$ cat config.mk
export PLATFORM = sky130hd
export DESIGN_NAME = boot_stream_loader
export DESIGN_NICKNAME = d
export VERILOG_FILES = /design/src/rtl/boot_ldr_pkg.sv /design/src/rtl/bl_word_pack.sv /design/src/rtl/bl_parser.sv /design/src/rtl/bl_write_port.sv /design/src/rtl/boot_stream_loader.sv
export SDC_FILE = /design/constraint.sdc
export NUM_CORES = 1
export LEC_CHECK = 0
export BUFFER_PORTS_ARGS = -buffer_cell sky130_fd_sc_hd__buf_2
export CORE_MARGIN = 4
export CORE_UTILIZATION = 45
export DETAILED_ROUTE_END_ITERATION = 6
export PLACE_DENSITY_LB_ADDON = 0.1
export SETUP_SLACK_MARGIN = 0.4
export SLEW_MARGIN = 20
export SYNTH_ARGS = -nofsm -noshare
export SYNTH_HDL_FRONTEND = slang
export SYNTH_SLANG_ARGS = --single-unit
$ cat constraint.sdc
create_clock -name clk -period 2.21 [get_ports clk]
set_input_delay 0.1105 -clock clk [delete_from_list [all_inputs] [get_ports clk]]
set_output_delay 0.1105 -clock clk [all_outputs]
set_load 0.005 [all_outputs]
$ cat src/rtl/boot_ldr_pkg.sv
package boot_ldr_pkg;
    typedef enum logic [3:0] {
        ST_KEY,
        ST_RSVD,
        ST_EP_HI,
        ST_EP_LO,
        ST_CNT,
        ST_ADR_HI,
        ST_ADR_LO,
        ST_DATA,
        ST_HALT
    } ldr_state_e;
endpackage

$ cat src/rtl/bl_word_pack.sv
module bl_word_pack #(
    parameter int BYTE_W = 8
) (
    input  logic                clk,
    input  logic                rst_n,
    input  logic                clr,
    input  logic                byte_fire,
    input  logic [BYTE_W-1:0]   byte_in,
    output logic                word_vld,
    output logic [2*BYTE_W-1:0] word
);
    localparam int WORD_W = 2 * BYTE_W;

    typedef struct packed {
        logic [BYTE_W-1:0] lo;
        logic              have_lo;
        logic [WORD_W-1:0] word;
        logic              vld;
    } pack_t;

    pack_t q, d;

    always_comb begin
        d     = q;
        d.vld = 1'b0;
        if (clr) begin
            d = '0;
        end else if (byte_fire) begin
            if (q.have_lo) begin
                d.word    = {byte_in, q.lo};
                d.vld     = 1'b1;
                d.have_lo = 1'b0;
            end else begin
                d.lo      = byte_in;
                d.have_lo = 1'b1;
            end
        end
    end

    always_ff @(posedge clk or negedge rst_n) begin
        if (!rst_n) q <= '0;
        else        q <= d;
    end

    assign word_vld = q.vld;
    assign word     = q.word;
endmodule

$ cat src/rtl/bl_parser.sv
module bl_parser
    import boot_ldr_pkg::*;
#(
    parameter int          WORD_W         = 16,
    parameter int          RSVD_WORDS     = 8,
    parameter logic [15:0] KEY_WORD       = 16'h08AA,
    parameter logic [15:0] DEFAULT_TIMING = 16'h1309
) (
    input  logic                  clk,
    input  logic                  rst_n,
    input  logic                  start,
    input  logic                  word_vld,
    input  logic [WORD_W-1:0]     word,
    output logic                  wr_req,
    output logic                  load,
    output logic [2*WORD_W-1:0]   load_addr,
    output logic                  halted,
    output logic                  data_phase,
    output logic [WORD_W-1:0]     timing_val,
    output logic                  timing_vld,
    output logic [2*WORD_W-1:0]   entry_addr,
    output logic                  done,
    output logic                  key_err
);
    localparam int ADDR_W = 2 * WORD_W;
    localparam int RCNT_W = (RSVD_WORDS > 1) ? $clog2(RSVD_WORDS) : 1;
    localparam logic [RCNT_W-1:0] RCNT_LAST = RCNT_W'(RSVD_WORDS - 1);

    typedef struct packed {
        ldr_state_e        state;
        logic [RCNT_W-1:0] rcnt;
        logic [WORD_W-1:0] cnt;
        logic [WORD_W-1:0] adr_hi;
        logic [ADDR_W-1:0] ep;
        logic [WORD_W-1:0] timing;
        logic              timing_vld;
        logic              done;
        logic              key_err;
    } parse_t;

    parse_t q, d;

    function automatic parse_t fresh();
        parse_t r;
        r        = '0;
        r.state  = ST_KEY;
        r.timing = DEFAULT_TIMING;
        return r;
    endfunction

    always_comb begin
        d         = q;
        d.done    = 1'b0;
        d.key_err = 1'b0;
        wr_req    = 1'b0;
        load      = 1'b0;
        load_addr = {q.adr_hi, word};
        if (start) begin
            d = fresh();
        end else if (word_vld) begin
            case (q.state)
                ST_KEY: begin
                    if (word == KEY_WORD) begin
                        d.state = ST_RSVD;
                        d.rcnt  = '0;
                    end else begin
                        d.key_err = 1'b1;
                        d.state   = ST_HALT;
                    end
                end
                ST_RSVD: begin
                    if (q.rcnt == '0 && word != '0) begin
                        d.timing     = word;
                        d.timing_vld = 1'b1;
                    end
                    if (q.rcnt == RCNT_LAST) d.state = ST_EP_HI;
                    else                     d.rcnt  = q.rcnt + 1'b1;
                end
                ST_EP_HI: begin
                    d.ep[ADDR_W-1:WORD_W] = word;
                    d.state               = ST_EP_LO;
                end
                ST_EP_LO: begin
                    d.ep[WORD_W-1:0] = word;
                    d.state          = ST_CNT;
                end
                ST_CNT: begin
                    if (word == '0) begin
                        d.done  = 1'b1;
                        d.state = ST_HALT;
                    end else begin
                        d.cnt   = word;
                        d.state = ST_ADR_HI;
                    end
                end
                ST_ADR_HI: begin
                    d.adr_hi = word;
                    d.state  = ST_ADR_LO;
                end
                ST_ADR_LO: begin
                    load    = 1'b1;
                    d.state = ST_DATA;
                end
                ST_DATA: begin
                    wr_req = 1'b1;
                    d.cnt  = q.cnt - 1'b1;
                    if (q.cnt == WORD_W'(1)) d.state = ST_CNT;
                end
                default: d.state = ST_HALT;
            endcase
        end
    end

    always_ff @(posedge clk or negedge rst_n) begin
        if (!rst_n) q <= fresh();
        else        q <= d;
    end

    assign halted     = (q.state == ST_HALT);
    assign data_phase = (q.state == ST_DATA);
    assign timing_val = q.timing;
    assign timing_vld = q.timing_vld;
    assign entry_addr = q.ep;
    assign done       = q.done;
    assign key_err    = q.key_err;
endmodule

$ cat src/rtl/bl_write_port.sv
module bl_write_port #(
    parameter int ADDR_W = 32,
    parameter int DATA_W = 16
) (
    input  logic              clk,
    input  logic              rst_n,
    input  logic              load,
    input  logic [ADDR_W-1:0] load_addr,
    input  logic              wr_req,
    input  logic [DATA_W-1:0] wr_in,
    output logic              wr_stb,
    output logic [ADDR_W-1:0] wr_addr,
    output logic [DATA_W-1:0] wr_data
);
    typedef struct packed {
        logic [ADDR_W-1:0] next_addr;
        logic [ADDR_W-1:0] addr;
        logic [DATA_W-1:0] data;
        logic              stb;
    } wport_t;

    wport_t q, d;

    always_comb begin
        d     = q;
        d.stb = 1'b0;
        if (load) begin
            d.next_addr = load_addr;
        end else if (wr_req) begin
            d.stb       = 1'b1;
            d.addr      = q.next_addr;
            d.data      = wr_in;
            d.next_addr = q.next_addr + 1'b1;
        end
    end

    always_ff @(posedge clk or negedge rst_n) begin
        if (!rst_n) q <= '0;
        else        q <= d;
    end

    assign wr_stb  = q.stb;
    assign wr_addr = q.addr;
    assign wr_data = q.data;
endmodule

$ cat src/rtl/boot_stream_loader.sv
module boot_stream_loader #(
    parameter int BYTE_W     = 8,
    parameter int RSVD_WORDS = 8,
    parameter int PRESCALE   = 10,
    parameter int TQ_PER_BIT = 20
) (
    input  logic                  clk,
    input  logic                  rst_n,
    input  logic                  start,
    input  logic                  in_valid,
    input  logic [BYTE_W-1:0]     in_data,
    output logic                  in_ready,
    output logic                  wr_stb,
    output logic [4*BYTE_W-1:0]   wr_addr,
    output logic [2*BYTE_W-1:0]   wr_data,
    output logic [2*BYTE_W-1:0]   timing_val,
    output logic                  timing_vld,
    output logic [4*BYTE_W-1:0]   entry_addr,
    output logic                  done,
    output logic                  key_err
);
    localparam int WORD_W = 2 * BYTE_W;
    localparam int ADDR_W = 2 * WORD_W;
    localparam logic [15:0] DEF_TIMING =
        {8'(TQ_PER_BIT - 1), 2'b00, 6'(PRESCALE - 1)};

    logic              byte_fire;
    logic              word_vld;
    logic [WORD_W-1:0] word;
    logic              wr_req;
    logic              load;
    logic [ADDR_W-1:0] load_addr;
    logic              halted;
    logic              data_phase;

    assign in_ready  = !halted && !(word_vld && data_phase);
    assign byte_fire = in_valid && in_ready;

    bl_word_pack #(.BYTE_W(BYTE_W)) u_pack (
        .clk       (clk),
        .rst_n     (rst_n),
        .clr       (start),
        .byte_fire (byte_fire),
        .byte_in   (in_data),
        .word_vld  (word_vld),
        .word      (word)
    );

    bl_parser #(
        .WORD_W         (WORD_W),
        .RSVD_WORDS     (RSVD_WORDS),
        .KEY_WORD       (16'h08AA),
        .DEFAULT_TIMING (DEF_TIMING)
    ) u_parse (
        .clk        (clk),
        .rst_n      (rst_n),
        .start      (start),
        .word_vld   (word_vld),
        .word       (word),
        .wr_req     (wr_req),
        .load       (load),
        .load_addr  (load_addr),
        .halted     (halted),
        .data_phase (data_phase),
        .timing_val (timing_val),
        .timing_vld (timing_vld),
        .entry_addr (entry_addr),
        .done       (done),
        .key_err    (key_err)
    );

    bl_write_port #(.ADDR_W(ADDR_W), .DATA_W(WORD_W)) u_wport (
        .clk       (clk),
        .rst_n     (rst_n),
        .load      (load),
        .load_addr (load_addr),
        .wr_req    (wr_req),
        .wr_in     (word),
        .wr_stb    (wr_stb),
        .wr_addr   (wr_addr),
        .wr_data   (wr_data)
    );
endmodule

Yosys cells after proc, flatten, opt, wreduce, memory -nomap -nowiden
Index checks and enable logic that the tools add are counted.
Widths: inputs -> output; s select.
{"block": "totals", "regBits": 197, "in_bits": 12, "out_inout_bits": 101, "word_cells": 105}
{"block": "classes", "n_addsub": 3, "eq_ne": 17, "muxes": 35, "bitwise_logic": 1, "reduce_logical": 31}
{"operator": "$mux 90", "n": 2}
{"operator": "$mux 81", "n": 1}
{"operator": "$mux 16", "n": 4}
{"operator": "$mux 26", "n": 2}
{"operator": "$mux 17", "n": 3}
{"operator": "$add 32x1->32 const B", "n": 1}
{"operator": "$mux 32", "n": 1}
{"operator": "$pmux 16 s2", "n": 1}
{"operator": "$pmux 4 s8", "n": 1}
{"operator": "$reduce_bool 2->1", "n": 9}
{"operator": "$eq 16x1->1 const B", "n": 1}
{"operator": "$eq 16x12->1 const B", "n": 1}
{"operator": "$eq 4x3->1 const B", "n": 4}
{"operator": "$logic_not 16->1", "n": 1}
{"operator": "$mux 4", "n": 4}
{"operator": "$reduce_bool 16->1", "n": 1}
{"operator": "$sub 16x1->16 const B", "n": 1}
{"operator": "$mux 1", "n": 12}
{"operator": "$reduce_and 2->1", "n": 6}
{"operator": "$ne 3x2->1 const B", "n": 3}
{"operator": "$reduce_and 3->1", "n": 3}
{"operator": "$eq 4x2->1 const B", "n": 2}
{"operator": "$mux 8", "n": 1}
{"operator": "$mux 3", "n": 2}
{"operator": "14 further kinds", "n": 20}

Depth between registers and ports, before layout
{"block": "depth", "ltp_word": 7, "ltp_mapped": 9, "depth_no_buf": 8}

Hierarchy
A second synthesis with hierarchy kept.
{"block": "unflattened", "hier_cells": 1099, "area_unflattened_um2": 10445.0}
{"module": "bl_parser", "n_inst": 1, "cells_per_inst": 597, "area_each_um2": 5044.8, "seq_area_each_um2": 2258.4}
{"module": "bl_write_port", "n_inst": 1, "cells_per_inst": 389, "area_each_um2": 4083.9, "seq_area_each_um2": 2026.9}
{"module": "bl_word_pack", "n_inst": 1, "cells_per_inst": 111, "area_each_um2": 1301.2, "seq_area_each_um2": 650.6}
{"module": "boot_stream_loader", "n_inst": 1, "cells_per_inst": 2, "area_each_um2": 15.0, "seq_area_each_um2": 0.0}

Least setup slack after synthesis
No wires, ideal clock.
{"block": "synth_timing", "path_kind": "flip-flop to flip-flop", "startpoint": "register u_parse.q[67] (netlist bit)", "endpoint": "register u_parse.q[79] (netlist bit)", "setup_ns": 0.132, "arrival_ns": 1.777, "t_required_ns": 2.078, "setup_slack_ns": 0.301, "stages_incl_launch_ff": 8, "path_buffers": 0, "synth_period_minus_slack_ns": 1.909, "cell_sequence": "dfrtp_1 inv_1 ha_1 nand2b_1 nor4_1 a21oi_1 o311ai_1 o21ai_1"}
{"block": "synth_between", "elab_chain_cells": 4}
{"element": "from (decl)", "line_no": "bl_parser.sv:41", "text": "parse_t q, d;"}
{"element": "from (signal assigned)", "line_no": "bl_parser.sv:115", "text": "if (!rst_n) q <= fresh();"}
{"element": "$sub 16x1->16", "line_no": "bl_parser.sv:106", "text": "d.cnt = q.cnt - 1'b1;"}
{"element": "$pmux 16 s2", "line_no": "bl_parser.sv:61", "text": "case (q.state)"}
{"element": "$mux 90", "line_no": "bl_parser.sv:60", "text": "end else if (word_vld) begin"}
{"element": "$mux 90", "line_no": "bl_parser.sv:58", "text": "if (start) begin"}
No other way between the ends. The select of a mux whose other input is x is not followed.
A chain may end at the register's enable or synchronous reset.

Worst setup path after layout
{"block": "layout_timing", "startpoint": "register u_parse.q[78] (netlist bit)", "endpoint": "register u_parse.q[87] (netlist bit)"}
{"block": "layout_between", "elab_chain_cells": 3}
{"element": "$eq 16x1->1", "line_no": "bl_parser.sv:107", "text": "if (q.cnt == WORD_W'(1)) d.state = ST_CNT;"}
{"element": "$ne 3x2->1 (no line)"}
{"element": "$reduce_and 3->1 (no line)"}
No other way between the ends.

==> results.sh <==
export IMPL_die_area_sq_um=24100
export IMPL_grt_pass1_vias=7807
export IMPL_required_ns=2.52
export IMPL_synth_cell_types=71
export IMPL_die_x_microns=155
export IMPL_synthesis_nets=1096
export IMPL_rsz0062_at_grt="yes"
export IMPL_htreeDepth=4
export IMPL_seqPwrFrac=0.487
export IMPL_path_clk_slew_ns=0.08
export IMPL_root_buffer="clkbuf_16"
export IMPL_synth_area_sq_um=9740
export IMPL_crit_fanout=6
export IMPL_swShare=0.246
export IMPL_route_detailed_drc=0
export IMPL_placement_io_buffers=112
export IMPL_hold_viol=0
export IMPL_die_h_microns=155
export IMPL_timing_fmax_mhz=513
export IMPL_clk_latency_ns=0.44
export IMPL_ios=113
export IMPL_p_comb_frac=0.065
export IMPL_setup_tns_ns=0
export IMPL_ys_ff_latch=197
export IMPL_period_share=0.881
export IMPL_num_rows=53
export IMPL_synth_edf_count=0
export IMPL_maxSlewViolCount=0
export IMPL_insertedDiodeCount=0
export IMPL_power_leakage_uw=0.00582
export IMPL_min_path_type="input port to register"
export IMPL_ir_drop_mv=0.474
export IMPL_place_worst_setup_slack_ns=0.111
export IMPL_synthArstFlopShare=1.00
export IMPL_nets=1213
export IMPL_via_per_inst=5.41
export IMPL_cts_sinks=197
export IMPL_maxSlewHeadroom=0.404
export IMPL_path_class="register to register"
export IMPL_firstDrtPassIters=5
export IMPL_hpwl_microns=17700
export IMPL_cts_made_buffers=17
export IMPL_place_congestion=0.873
export IMPL_syn2layout_area_growth_pct=23.8
export IMPL_period_needed_ns=1.95
export IMPL_postSynthAreaPerCell_sq_um=9.03
export IMPL_critical_path_arrival_ns=2.26
export IMPL_endpoint_kind="register"
export IMPL_antenna_found_initial=0
export IMPL_synthCells=1078
export IMPL_overflow=0
export IMPL_p_sw_uw=1850
export IMPL_powerDensity_nw_per_um2=623
export IMPL_clockBufferDepth=2
export IMPL_drtIter0Drc=510
export IMPL_clkPwrFrac=0.449
export IMPL_clock_skew_ns=0.0182
export IMPL_seq_area_frac_synth=0.507
export IMPL_outcome="complete, no violations"
export IMPL_drive_gt1_frac=0.333
export IMPL_core_area_sq_um=21200
export IMPL_start_util=0.460
export IMPL_grt_pass1_wl_microns=43800
export IMPL_setup_viol=0
export IMPL_ys_warn_count=0
export IMPL_ys_flop_type="dfrtp_1"
export IMPL_grt_use_total=0.231
export IMPL_start_kind="register"
export IMPL_stdcell_area_sq_um=12100
export IMPL_ant_nets=0
export IMPL_num_vias=8027
export IMPL_intPower_uw=5650
export IMPL_drv_cap=0
export IMPL_grt_start_max_net_pins=73
export IMPL_worst_slack_ns=0.263
export IMPL_wirelength_microns=28000
export IMPL_cts_tree="built"
export IMPL_wl_per_cell_microns=18.9
export IMPL_place_area_sq_um=10200
export IMPL_worst_pin_slew_ns=0.894
## synth_stat cells, types with 7 or more instances
library cell	count	area share
o211ai_1	15	0.012
o21ai_0	21	0.011
nor3_1	19	0.0098
buf_2	33	0.017
nand2_1	301	0.12
a22o_1	30	0.027
inv_1	12	0.0046
a22oi_1	7	0.0054
nor2_1	46	0.018
or3_1	7	0.0045
and3_1	7	0.0045
nand3_1	34	0.017
nor4_1	14	0.0090
clkbuf_1	25	0.0096
buf_4	98	0.076
buf_1	9	0.0035
a21oi_1	81	0.042
o21ai_1	9	0.0046
dfrtp_1	192	0.49
nand4_1	7	0.0045
## cell type report
class                   count  area, sq um
clock buffers              17          425
clock inverters            15          213
fillers                  1857         9100
inverters                  14         60.1
multi-input cells         700         4160
flip-flops and latches    197         4950
well taps                 275          344
repair buffers            265         1900
## through the flow
step / power, uW / hold WS (ns) / util / std cells
final: 7500 / 0.181 / 0.570 / 1483
after global routing: 7760 / 0.215 / 0.570 / 1483
after CTS: 7540 / 0.157 / 0.549 / 1450
after detailed placement: 4060 / 0.177 / 0.483 / 1369
after global placement: 4060 / 0.173 / 0.483 / 1369
after floorplan: 3870 / -0.185 / - / 1078
## cell usage in the layout, fill, tap and decap left out, types with 4 or more instances in the layout
cell type and count:
ha_1 4, nor2_2 8, or3_4 7, nor4_2 5, nand3_1 28, a22oi_1 6, nand4_1 7, nor3_1 14
clkbuf_16 17, buf_2 111, a31oi_1 5, o21ai_0 17, dlygate4sd3_1 9, and3_1 4, nor4_1 6, nand2_1 289
buf_6 17, nor4_4 4, dfstp_2 5, mux2i_1 5, nand2_2 9, o311ai_1 6, dfrtp_1 178, a22o_1 30
nand3_2 5, o22ai_1 5, buf_4 118, o211ai_1 15, a221o_1 6, inv_8 4, buf_8 4, nor2_1 36
inv_1 10, dfrtp_2 14, nor3_4 6, o21ai_1 12, buf_12 5, a21oi_1 78
## power groups by stage
stage | Clock (uW) | Combinational [uW] | Sequential [uW]
after floorplan | 0 | 161 | 3710
after detailed placement | 0 | 342 | 3720
final | 3370 | 484 | 3650
after global routing | 3580 | 524 | 3650
after CTS | 3430 | 460 | 3650
after global placement | 0 | 343 | 3720
## worst max-delay path, cell delays in order (launching register included)
cell     delay [ns]
dfrtp_1        0.39
or3_4          0.39
or3_4          0.36
o31ai_4        0.23
a31oi_4        0.16
o21ai_1        0.19
o41ai_2        0.09
## cells by family after synthesis
family | Yosys count | synth area share
AND/OR/NAND/NOR | 471 | 0.217
AO/OA/AOI/OAI | 212 | 0.145
flip-flops | 197 | 0.507
buffers and inverters | 181 | 0.113
multiplexers | 7 | 0.00732
adder cells (fa/ha/maj) | 6 | 0.00771
XOR/XNOR | 4 | 0.00360
## metal layers
metal  track usage  share of wire  vias up
li1              -              -     3829
met3        0.0434          0.060       46
met5             0              0        -
met1         0.303           0.43     3906
met2         0.386           0.49      246
met4        0.0812          0.025        0
## timing repair
| action | in CTS | in global routing |
|---|---|---|
| pin swaps | 37 | 38 |
| hold buffers | 9 | 0 |
| hold endpoints to repair | 75 | 0 |
| setup buffers | 39 | 31 |
| setup endpoints to repair | 147 | 110 |
| gates cloned | 1 | 2 |
| resized for setup | 88 | 60 |
## flip-flops by register name, indices dropped and copies added, names as in the netlist
name                flops
u_parse.done            1
u_wport.q              32
u_wport.wr_stb          1
u_parse.entry_addr     32
u_pack.q                9
u_parse.key_err         1
u_parse.load_addr      16
u_parse.q              23
u_pack.word_vld         1
u_parse.timing_vld      1
u_parse.timing_val     16
u_pack.word            16
u_wport.wr_data        16
u_wport.wr_addr        32
## path summary, 6_finish.rpt
check                                    from                   to  slack, ns  depth (start not counted)
max in group asynchronous               rst_n  u_wport.wr_addr[14]       1.22                          3
min in group asynchronous               rst_n       u_wport.wr_stb       0.25                          2
min                                  in_valid         u_pack.q[17]       0.18                          5
min reg2reg                u_wport.wr_addr[4]   u_wport.wr_addr[4]       0.47                          2
max reg2reg                     u_parse.q[78]        u_parse.q[87]       0.26                          6
max                             u_parse.q[78]        u_parse.q[87]       0.26                          6
Note: power is estimated with default switching activity, not from simulation.
